### src/rtl/mdu_pkg.sv
// Package: shared constants and the operation encoding for the bit-serial
// multiply/divide unit. Assumes operand widths are set on the top module.
package mdu_pkg;
    localparam int unsigned DEF_OPW = 8;

    typedef enum logic [1:0] {
        OP_IDLE = 2'd0,
        OP_MUL  = 2'd1,
        OP_DIV  = 2'd2
    } mdu_op_e;
endpackage

### src/rtl/mdu_seq.sv
// Sequencer: owns the two iteration down-counters. It turns the start
// pulses and step strobes into load and iterate enables for the datapath.
// Assumes: starts win over step, divide start wins over multiply start, and
// a start clears the counter of the other operation (abort).
module mdu_seq #(
    parameter int unsigned OPW = mdu_pkg::DEF_OPW
) (
    input  logic clk,
    input  logic rst_n,
    input  logic step,
    input  logic mul_start,
    input  logic div_start,
    output logic load_mul,
    output logic load_div,
    output logic mul_go,
    output logic div_go,
    output logic busy
);
    import mdu_pkg::*;

    localparam int unsigned NW = 2 * OPW;
    localparam int unsigned CW = $clog2(NW + 1);

    logic [CW-1:0] mul_cnt;
    logic [CW-1:0] div_cnt;
    mdu_op_e       cur_op;
    logic          any_start;

    // Decode the start pulses with divide priority.
    always_comb begin
        any_start = mul_start | div_start;
        load_div  = div_start;
        load_mul  = mul_start & ~div_start;
        cur_op    = OP_IDLE;
        if (mul_cnt != '0) cur_op = OP_MUL;
        if (div_cnt != '0) cur_op = OP_DIV;
        mul_go    = step & ~any_start & (cur_op == OP_MUL);
        div_go    = step & ~any_start & (cur_op == OP_DIV);
        busy      = (cur_op != OP_IDLE);
    end

    // Load or count down the iteration counters.
    always_ff @(posedge clk) begin
        if (!rst_n) begin
            mul_cnt <= '0;
            div_cnt <= '0;
        end else if (load_div) begin
            div_cnt <= CW'(NW);
            mul_cnt <= '0;
        end else if (load_mul) begin
            mul_cnt <= CW'(OPW);
            div_cnt <= '0;
        end else begin
            if (mul_go) mul_cnt <= mul_cnt - 1'b1;
            if (div_go) div_cnt <= div_cnt - 1'b1;
        end
    end
endmodule

### src/rtl/mdu_mul_step.sv
// One multiply iteration (combinational): a conditional add of the shifted
// multiplicand, then a right shift of the multiplier and a left shift of
// the multiplicand. Assumes the product never exceeds NW bits.
module mdu_mul_step #(
    parameter int unsigned OPW = mdu_pkg::DEF_OPW
) (
    input  logic [2*OPW-1:0] acc,
    input  logic [2*OPW-1:0] qm,
    input  logic [3*OPW-1:0] shf,
    output logic [2*OPW-1:0] acc_n,
    output logic [2*OPW-1:0] qm_n,
    output logic [3*OPW-1:0] shf_n
);
    localparam int unsigned NW = 2 * OPW;

    // Add when the low multiplier bit is set, then shift both operands.
    always_comb begin
        acc_n = qm[0] ? (acc + shf[NW-1:0]) : acc;
        qm_n  = qm >> 1;
        shf_n = shf << 1;
    end
endmodule

### src/rtl/mdu_div_step.sv
// One restoring-divide iteration (combinational): shift the quotient left
// and the divisor right, then subtract when the remainder covers the
// divisor and record a quotient one. Assumes the divisor starts at bit NW.
module mdu_div_step #(
    parameter int unsigned OPW = mdu_pkg::DEF_OPW
) (
    input  logic [2*OPW-1:0] acc,
    input  logic [2*OPW-1:0] qm,
    input  logic [3*OPW-1:0] shf,
    output logic [2*OPW-1:0] acc_n,
    output logic [2*OPW-1:0] qm_n,
    output logic [3*OPW-1:0] shf_n
);
    localparam int unsigned NW = 2 * OPW;

    logic [3*OPW-1:0] dsr;
    logic             fits;

    // Compare the remainder with the freshly shifted divisor and restore.
    always_comb begin
        dsr   = shf >> 1;
        fits  = ({{OPW{1'b0}}, acc} >= dsr);
        shf_n = dsr;
        qm_n  = {qm[NW-2:0], fits};
        acc_n = fits ? (acc - dsr[NW-1:0]) : acc;
    end
endmodule

### src/rtl/bitser_mdu.sv
// Top: bit-serial unsigned multiply (OPW x OPW) and divide (2*OPW / OPW)
// that share the result registers. It holds the registers, the operand
// loading and the selection of one step unit per iteration.
// Assumes step is a single-cycle strobe and that starts are pulses.
module bitser_mdu #(
    parameter int unsigned OPW = mdu_pkg::DEF_OPW
) (
    input  logic               clk,
    input  logic               rst_n,
    input  logic               step,
    input  logic               mul_start,
    input  logic               div_start,
    input  logic [2*OPW-1:0]   a_in,
    input  logic [OPW-1:0]     b_in,
    output logic [2*OPW-1:0]   res_acc,
    output logic [2*OPW-1:0]   res_q,
    output logic               busy
);
    localparam int unsigned NW = 2 * OPW;
    localparam int unsigned SW = 3 * OPW;

    logic [NW-1:0] acc_r, qm_r;
    logic [SW-1:0] shf_r;
    logic [NW-1:0] m_acc, m_qm, d_acc, d_qm;
    logic [SW-1:0] m_shf, d_shf;
    logic          load_mul, load_div, mul_go, div_go;

    mdu_seq #(.OPW(OPW)) u_seq (
        .clk(clk), .rst_n(rst_n), .step(step),
        .mul_start(mul_start), .div_start(div_start),
        .load_mul(load_mul), .load_div(load_div),
        .mul_go(mul_go), .div_go(div_go), .busy(busy)
    );

    mdu_mul_step #(.OPW(OPW)) u_mul (
        .acc(acc_r), .qm(qm_r), .shf(shf_r),
        .acc_n(m_acc), .qm_n(m_qm), .shf_n(m_shf)
    );

    mdu_div_step #(.OPW(OPW)) u_div (
        .acc(acc_r), .qm(qm_r), .shf(shf_r),
        .acc_n(d_acc), .qm_n(d_qm), .shf_n(d_shf)
    );

    // Shared result and shift registers: load on start, else iterate.
    always_ff @(posedge clk) begin
        if (!rst_n) begin
            acc_r <= '0;
            qm_r  <= '0;
            shf_r <= '0;
        end else if (load_div) begin
            acc_r <= a_in;
            qm_r  <= '0;
            shf_r <= {b_in, {NW{1'b0}}};
        end else if (load_mul) begin
            acc_r <= '0;
            qm_r  <= {{OPW{1'b0}}, b_in};
            shf_r <= {{NW{1'b0}}, a_in[OPW-1:0]};
        end else if (mul_go) begin
            acc_r <= m_acc;
            qm_r  <= m_qm;
            shf_r <= m_shf;
        end else if (div_go) begin
            acc_r <= d_acc;
            qm_r  <= d_qm;
            shf_r <= d_shf;
        end
    end

    // Expose the shared registers directly.
    always_comb begin
        res_acc = acc_r;
        res_q   = qm_r;
    end
endmodule

### config.mk
export PLATFORM = sky130hd
export DESIGN_NAME = bitser_mdu
export DESIGN_NICKNAME = d
export VERILOG_FILES = /design/src/rtl/mdu_pkg.sv /design/src/rtl/mdu_seq.sv /design/src/rtl/mdu_mul_step.sv /design/src/rtl/mdu_div_step.sv /design/src/rtl/bitser_mdu.sv
export SDC_FILE = /design/constraint.sdc
export NUM_CORES = 1
export LEC_CHECK = 0
export BUFFER_PORTS_ARGS = -buffer_cell sky130_fd_sc_hd__clkbuf_2
export CAP_MARGIN = 30
export CORE_ASPECT_RATIO = 0.8
export CORE_MARGIN = 2
export CORE_UTILIZATION = 45
export DETAILED_ROUTE_END_ITERATION = 10
export SETUP_SLACK_MARGIN = 0.02
export SLEW_MARGIN = 20
export SYNTH_ARGS = -nofsm -noshare
export SYNTH_HDL_FRONTEND = slang
export SYNTH_SLANG_ARGS = --single-unit
### constraint.sdc
create_clock -name clk -period 6.3 [get_ports clk]
set_clock_uncertainty 0.2 [all_clocks]
set_input_delay 1.26 -clock clk [delete_from_list [all_inputs] [get_ports clk]]
set_output_delay 1.26 -clock clk [all_outputs]
set_load 0.02 [all_outputs]
Yosys cells after proc, flatten, opt, wreduce, memory -nomap -nowiden
Index checks and enable logic that the tools add are counted.
{"block": "op_classes", "n_addsub": 4, "bitwise_logic": 8, "muxes": 20, "reduce_logical": 13, "eq_ne": 3, "n_lt_le_gt_ge": 1}
{"cell": "16-bit two-way mux", "n": 6}
{"cell": "24-bit two-way mux", "n": 4}
{"cell": "15-bit two-way mux", "n": 2}
{"cell": "16-bit by 23-bit greater-or-equal comparator with 1-bit output", "n": 1}
{"cell": "16-bit adder", "n": 1}
{"cell": "16-bit subtractor", "n": 1}
{"cell": "5-bit two-way mux", "n": 3}
{"cell": "5-bit nonzero test", "n": 2}
{"cell": "5-bit by 1-bit subtractor with 5-bit output, second input constant", "n": 2}
{"cell": "4-bit two-way mux", "n": 2}
{"cell": "8-bit two-way mux", "n": 1}
{"cell": "4-bit nonzero test", "n": 2}
{"cell": "2-bit nonzero test", "n": 3}
{"cell": "3-bit nonzero test", "n": 2}
{"cell": "1-bit AND", "n": 4}
{"cell": "4-bit != test, second input constant", "n": 1}
{"cell": "4-bit OR reduction", "n": 1}
{"cell": "1-bit inverter", "n": 3}
{"cell": "3-bit AND reduction", "n": 1}
{"cell": "3-bit OR reduction", "n": 1}
{"cell": "2-bit by 1-bit == test with 1-bit output, second input constant", "n": 1}
{"cell": "2-bit == test, second input constant", "n": 1}
{"cell": "2-bit two-way mux", "n": 1}
{"cell": "2-bit OR reduction", "n": 1}
{"cell": "2 further kinds", "n": 2}
{"block": "word_totals", "word_cells": 60, "out_inout_bits": 33, "ff_bits": 66}

Longest topological paths before layout
{"block": "logic_depth", "ltp_word": 9, "mapped_depth": 17}

Modules after synthesis
Synthesis repeated with hierarchy kept, for this count alone.
{"block": "hier_totals", "hier_cells": 768, "area_unflattened_um2": 6287.3}
{"module": "bitser_mdu", "area_each_um2": 2907.8, "instances": 1, "cells_each": 342}
{"module": "mdu_div_step", "area_each_um2": 1527.7, "instances": 1, "cells_each": 210}
{"module": "mdu_mul_step", "area_each_um2": 1266.2, "instances": 1, "cells_each": 156}
{"module": "mdu_seq", "area_each_um2": 585.6, "instances": 1, "cells_each": 60}

Worst setup path before layout
OpenSTA, ideal clock, no wires.
{"block": "synth_path", "path_kind": "input-to-reg", "start": "input port mul_start", "end": "register acc_r[14] (netlist: res_acc[14])", "t_arrival_ns": 4.424, "path_stages": 16, "path_buffers": 2, "t_required_ns": 5.976, "slack_ns": 1.552, "cell_sequence": "buf_2 > nor2_1 > nand2_1 > nor2_1 > buf_2 > nand2_1 > o21ai_0 > ha_1 > inv_1 > fa_1 > o21ai_0 > a31oi_1 > o221a_2 > o2111a_1 > a221oi_1 > a21oi_1"}
{"block": "synth_via", "elab_chain_cells": 7, "word_cells_on_any_way": 13}
{"item": "from (decl)", "line": "bitser_mdu.sv:11", "rtl": "input logic mul_start,"}
{"item": "1-bit bitwise OR", "line": "mdu_seq.sv:31", "rtl": "any_start = mul_start | div_start;"}
{"item": "1-bit inverter", "line": "mdu_seq.sv:37, mdu_seq.sv:38"}
{"item": "1-bit AND", "line": "mdu_seq.sv:37, mdu_seq.sv:38"}
{"item": "1-bit AND", "line": "mdu_seq.sv:37", "rtl": "mul_go = step & ~any_start & (cur_op == OP_MUL);"}
{"item": "16-bit two-way mux", "line": "bitser_mdu.sv:59", "rtl": "end else if (mul_go) begin"}
{"item": "16-bit two-way mux", "line": "bitser_mdu.sv:55", "rtl": "end else if (load_mul) begin"}
{"item": "16-bit two-way mux", "line": "bitser_mdu.sv:51", "rtl": "end else if (load_div) begin"}
{"item": "to (signal assigned)", "line": "bitser_mdu.sv:52", "rtl": "acc_r <= a_in;"}
{"item": "to (signal assigned)", "line": "bitser_mdu.sv:60", "rtl": "acc_r <= m_acc;"}
{"item": "to (decl)", "line": "bitser_mdu.sv:22", "rtl": "logic [NW-1:0] acc_r, qm_r;"}
Parallel ways exist; a longest one is shown, timed or not.
A chain may end at the register's enable or synchronous reset.

Worst setup path after layout
{"block": "layout_path", "start": "input port div_start", "end": "register acc_r[14] (netlist: res_acc[14])"}
{"block": "layout_via", "elab_chain_cells": 7, "word_cells_on_any_way": 14}
{"item": "from (decl)", "line": "bitser_mdu.sv:12", "rtl": "input logic div_start,"}
{"item": "1-bit bitwise OR", "line": "mdu_seq.sv:31"}
{"item": "1-bit inverter", "line": "mdu_seq.sv:37, mdu_seq.sv:38"}
{"item": "1-bit AND", "line": "mdu_seq.sv:37, mdu_seq.sv:38"}
{"item": "1-bit AND", "line": "mdu_seq.sv:37"}
{"item": "16-bit two-way mux", "line": "bitser_mdu.sv:59"}
{"item": "16-bit two-way mux", "line": "bitser_mdu.sv:55"}
{"item": "16-bit two-way mux", "line": "bitser_mdu.sv:51"}
Parallel ways exist; a longest one is shown, timed or not.

==> flow_metrics.env <==
export IMPL_synth_warnings=0
export IMPL_p_total_mw=1.40
export IMPL_num_vias=4859
export IMPL_dp_slack_ns=0.917
export IMPL_final_cell_mix="nand2_1, dfxtp_1, clkbuf_2"
export IMPL_grt_setup_unrepaired="no"
export IMPL_fill_cells=983
export IMPL_area_growth_pct=15.8
export IMPL_worstSetupEndpointType="flop"
export IMPL_critPathKind="input pin to flop"
export IMPL_hold_viol=0
export IMPL_grt_antenna_before_repair=0
export IMPL_multi_input_area_um2=3070
export IMPL_die_w_um=118
export IMPL_grt_util_all_layers=0.259
export IMPL_crit_path_start_kind="input pin"
export IMPL_root_buffer="clkbuf_16"
export IMPL_final_common_cell="nand2_1"
export IMPL_grt_pass1_vias=4396
export IMPL_drc=0
export IMPL_port_buffers=61
export IMPL_grt_pass1_wl_mm=23.1
export IMPL_postCtsHoldBufs=0
export IMPL_routedWlPerCell_um=18.2
export IMPL_synthArstFlopShare=0
export IMPL_gp_congestion=0.948
export IMPL_antenna_cells=0
export IMPL_final_core_util=0.529
export IMPL_seq_area_um2=1320
export IMPL_postCtsSetupBuffers=0
export IMPL_path_clk_slew_ns=0.06
export IMPL_nNetsFinal=713
export IMPL_setup_slack_ns=1.21
export IMPL_hp_class="flop to flop"
export IMPL_cts_resized=0
export IMPL_ios=62
export IMPL_path_max_fanout=33
export IMPL_setup_viol=0
export IMPL_ys_types=55
export IMPL_synth_edf_count=0
export IMPL_critical_path_required_ns=6.31
export IMPL_final_period_utilization=0.807
export IMPL_slew_viol_final=0
export IMPL_drive_gt1_frac=0.152
export IMPL_cp_slowest_cell="nor2_2"
export IMPL_critPathTopFamily="compound AO/OA/AOI/OAI gates"
export IMPL_cts_sinks=66
export IMPL_cap_violations=0
export IMPL_ys_seq_elements=66
export IMPL_cts_buffers=9
export IMPL_final_antenna_net_count=0
export IMPL_clkLatencyLatePin_ns=0.34
export IMPL_viasPerCell=6.15
export IMPL_drtIter0Drc=540
export IMPL_die_h_um=94.8
export IMPL_slew_headroom=0.289
export IMPL_num_rows=33
export IMPL_avgSynthCellArea_um2=7.71
export IMPL_clk_path_buf_depth=2
export IMPL_fin_setup_tns_ns=0
export IMPL_status="finished clean"
export IMPL_cp_arrival_ns=5.09
export IMPL_routed_wl_mm=14.4
export IMPL_synthesis_area_um2=4640
export IMPL_overflow=0
export IMPL_grt_max_degree=34
export IMPL_p_per_area_nw_per_um2=260
export IMPL_htree_levels=3
export IMPL_hpwl_mm=10.2
export IMPL_initial_core_util=0.457
export IMPL_synthFlopType="dfxtp_1"
export IMPL_postSynthCellCount=602
export IMPL_synth_fp_nets=670
export IMPL_firstDrtPassIters=5
export IMPL_ir_worst_vdd_uv=140
export IMPL_synth_seq_area_share=0.285
export IMPL_fmax_mhz=197
export IMPL_critPathMaxStageDelay_ns=0.54
export IMPL_crit_buf_inv=2
export IMPL_worst_pin_slew_ns=1.06
export IMPL_period_needed_ns=5.09
export IMPL_power_leakage_nw=2.21
export IMPL_cp_cell_sequence="clkbuf_2 -> nor2_1 -> nand2_1 -> nor2_2 -> nand2_1 -> o21ai_0 -> ha_1 -> inv_1 -> fa_1 -> o21ai_0 -> a31oi_1 -> o221a_2 -> o2111a_1 -> a221oi_1 -> a21oi_1"
export IMPL_core_area_um2=10200
export IMPL_die_area_um2=11100
export IMPL_cts_tree="built"
## worst register-to-register path, cell delays in order, from the launching register on
cell and delay, ns:
dfxtp_1 0.33, inv_1 0.08, ha_1 0.18, nor4b_4 0.19, buf_4 0.25, nand2_2 0.20, nor2_2 0.54, nand2_1 0.15
o21ai_0 0.11, ha_1 0.20, inv_1 0.06, fa_1 0.40, o21ai_0 0.32, a31oi_1 0.22, o221a_2 0.34, o2111a_1 0.27
a221oi_1 0.24, a21oi_1 0.10
## stage by stage
step                      cells  hold slack [ns]  area [µm²]
after floorplan             602            0.237        4640
after global placement      774            0.257        5040
after detailed placement    774            0.255        5040
after CTS                   790            0.262        5380
after global routing        790            0.288        5380
final                       790            0.265        5380
## layer usage
metal / vias up / part of all wire / track usage
li1: 2341 / - / -
met1: 2315 / 0.48 / 0.363
met2: 183 / 0.45 / 0.410
met3: 20 / 0.061 / 0.0471
met4: 0 / 0.011 / 0.0713
met5: - / 0 / 0
## worst paths after layout
kind                    startpoint          end  slack (ns)  cells past startpoint
setup / recovery         div_start  res_acc[14]        1.21                     15
hold reg to reg           shf_r[0]     shf_r[0]        0.26                      2
setup reg to reg  u_seq.div_cnt[0]  res_acc[14]        1.82                     17
hold / removal            shf_r[0]     shf_r[0]        0.26                      2
## area by class of cell
cell class	instances	share of cell area
Sequential cell	66	0.246
Clock inverter	4	0.0135
Multi-Input combinational cell	471	0.571
Timing Repair Buffer	69	0.0679
Inverter	28	0.0195
Clock buffer	12	0.0496
Tap cell	140	0.0326
## Yosys cell counts, types with 11 or more instances
| master | count | area (µm²) |
|---|---|---|
| ha_1 | 38 | 475 |
| clkbuf_1 | 28 | 105 |
| nor3_1 | 19 | 95.1 |
| xnor2_1 | 13 | 114 |
| a31oi_1 | 17 | 106 |
| inv_1 | 28 | 105 |
| dfxtp_1 | 66 | 1320 |
| nor2_1 | 49 | 184 |
| nand2_1 | 71 | 267 |
| nand3_1 | 19 | 95.1 |
| a21oi_1 | 54 | 270 |
| a21o_1 | 11 | 82.6 |
| o21ai_0 | 37 | 185 |
| a211oi_1 | 20 | 150 |
## power breakdown
part	switching, mW	internal (mW)
clock network	0.196	0.378
logic	0.220	0.144
registers	0.0259	0.437
## flip-flops by register name (all words and copies together), names as in the netlist
| register | cells |
|---|---|
| res_q | 16 |
| res_acc | 16 |
| u_seq.div_cnt | 5 |
| shf_r | 24 |
| u_seq.mul_cnt | 5 |
## cells by family (layout without fill, tap and decap cells)
| group | count (synthesis) | count (layout) | share of synthesized area |
|---|---|---|---|
| xor gates and xnor gates | 21 | 21 | 0.0396 |
| muxes | 5 | 5 | 0.0108 |
| DFF | 66 | 66 | 0.285 |
| adders and majority gates | 39 | 39 | 0.107 |
| AOI/OAI and AO/OA | 213 | 213 | 0.305 |
| and+or+nand+nor | 193 | 193 | 0.198 |
| buffers and inverters | 65 | 113 | 0.0550 |
No activity file was read; power rests on OpenSTA's default activity.
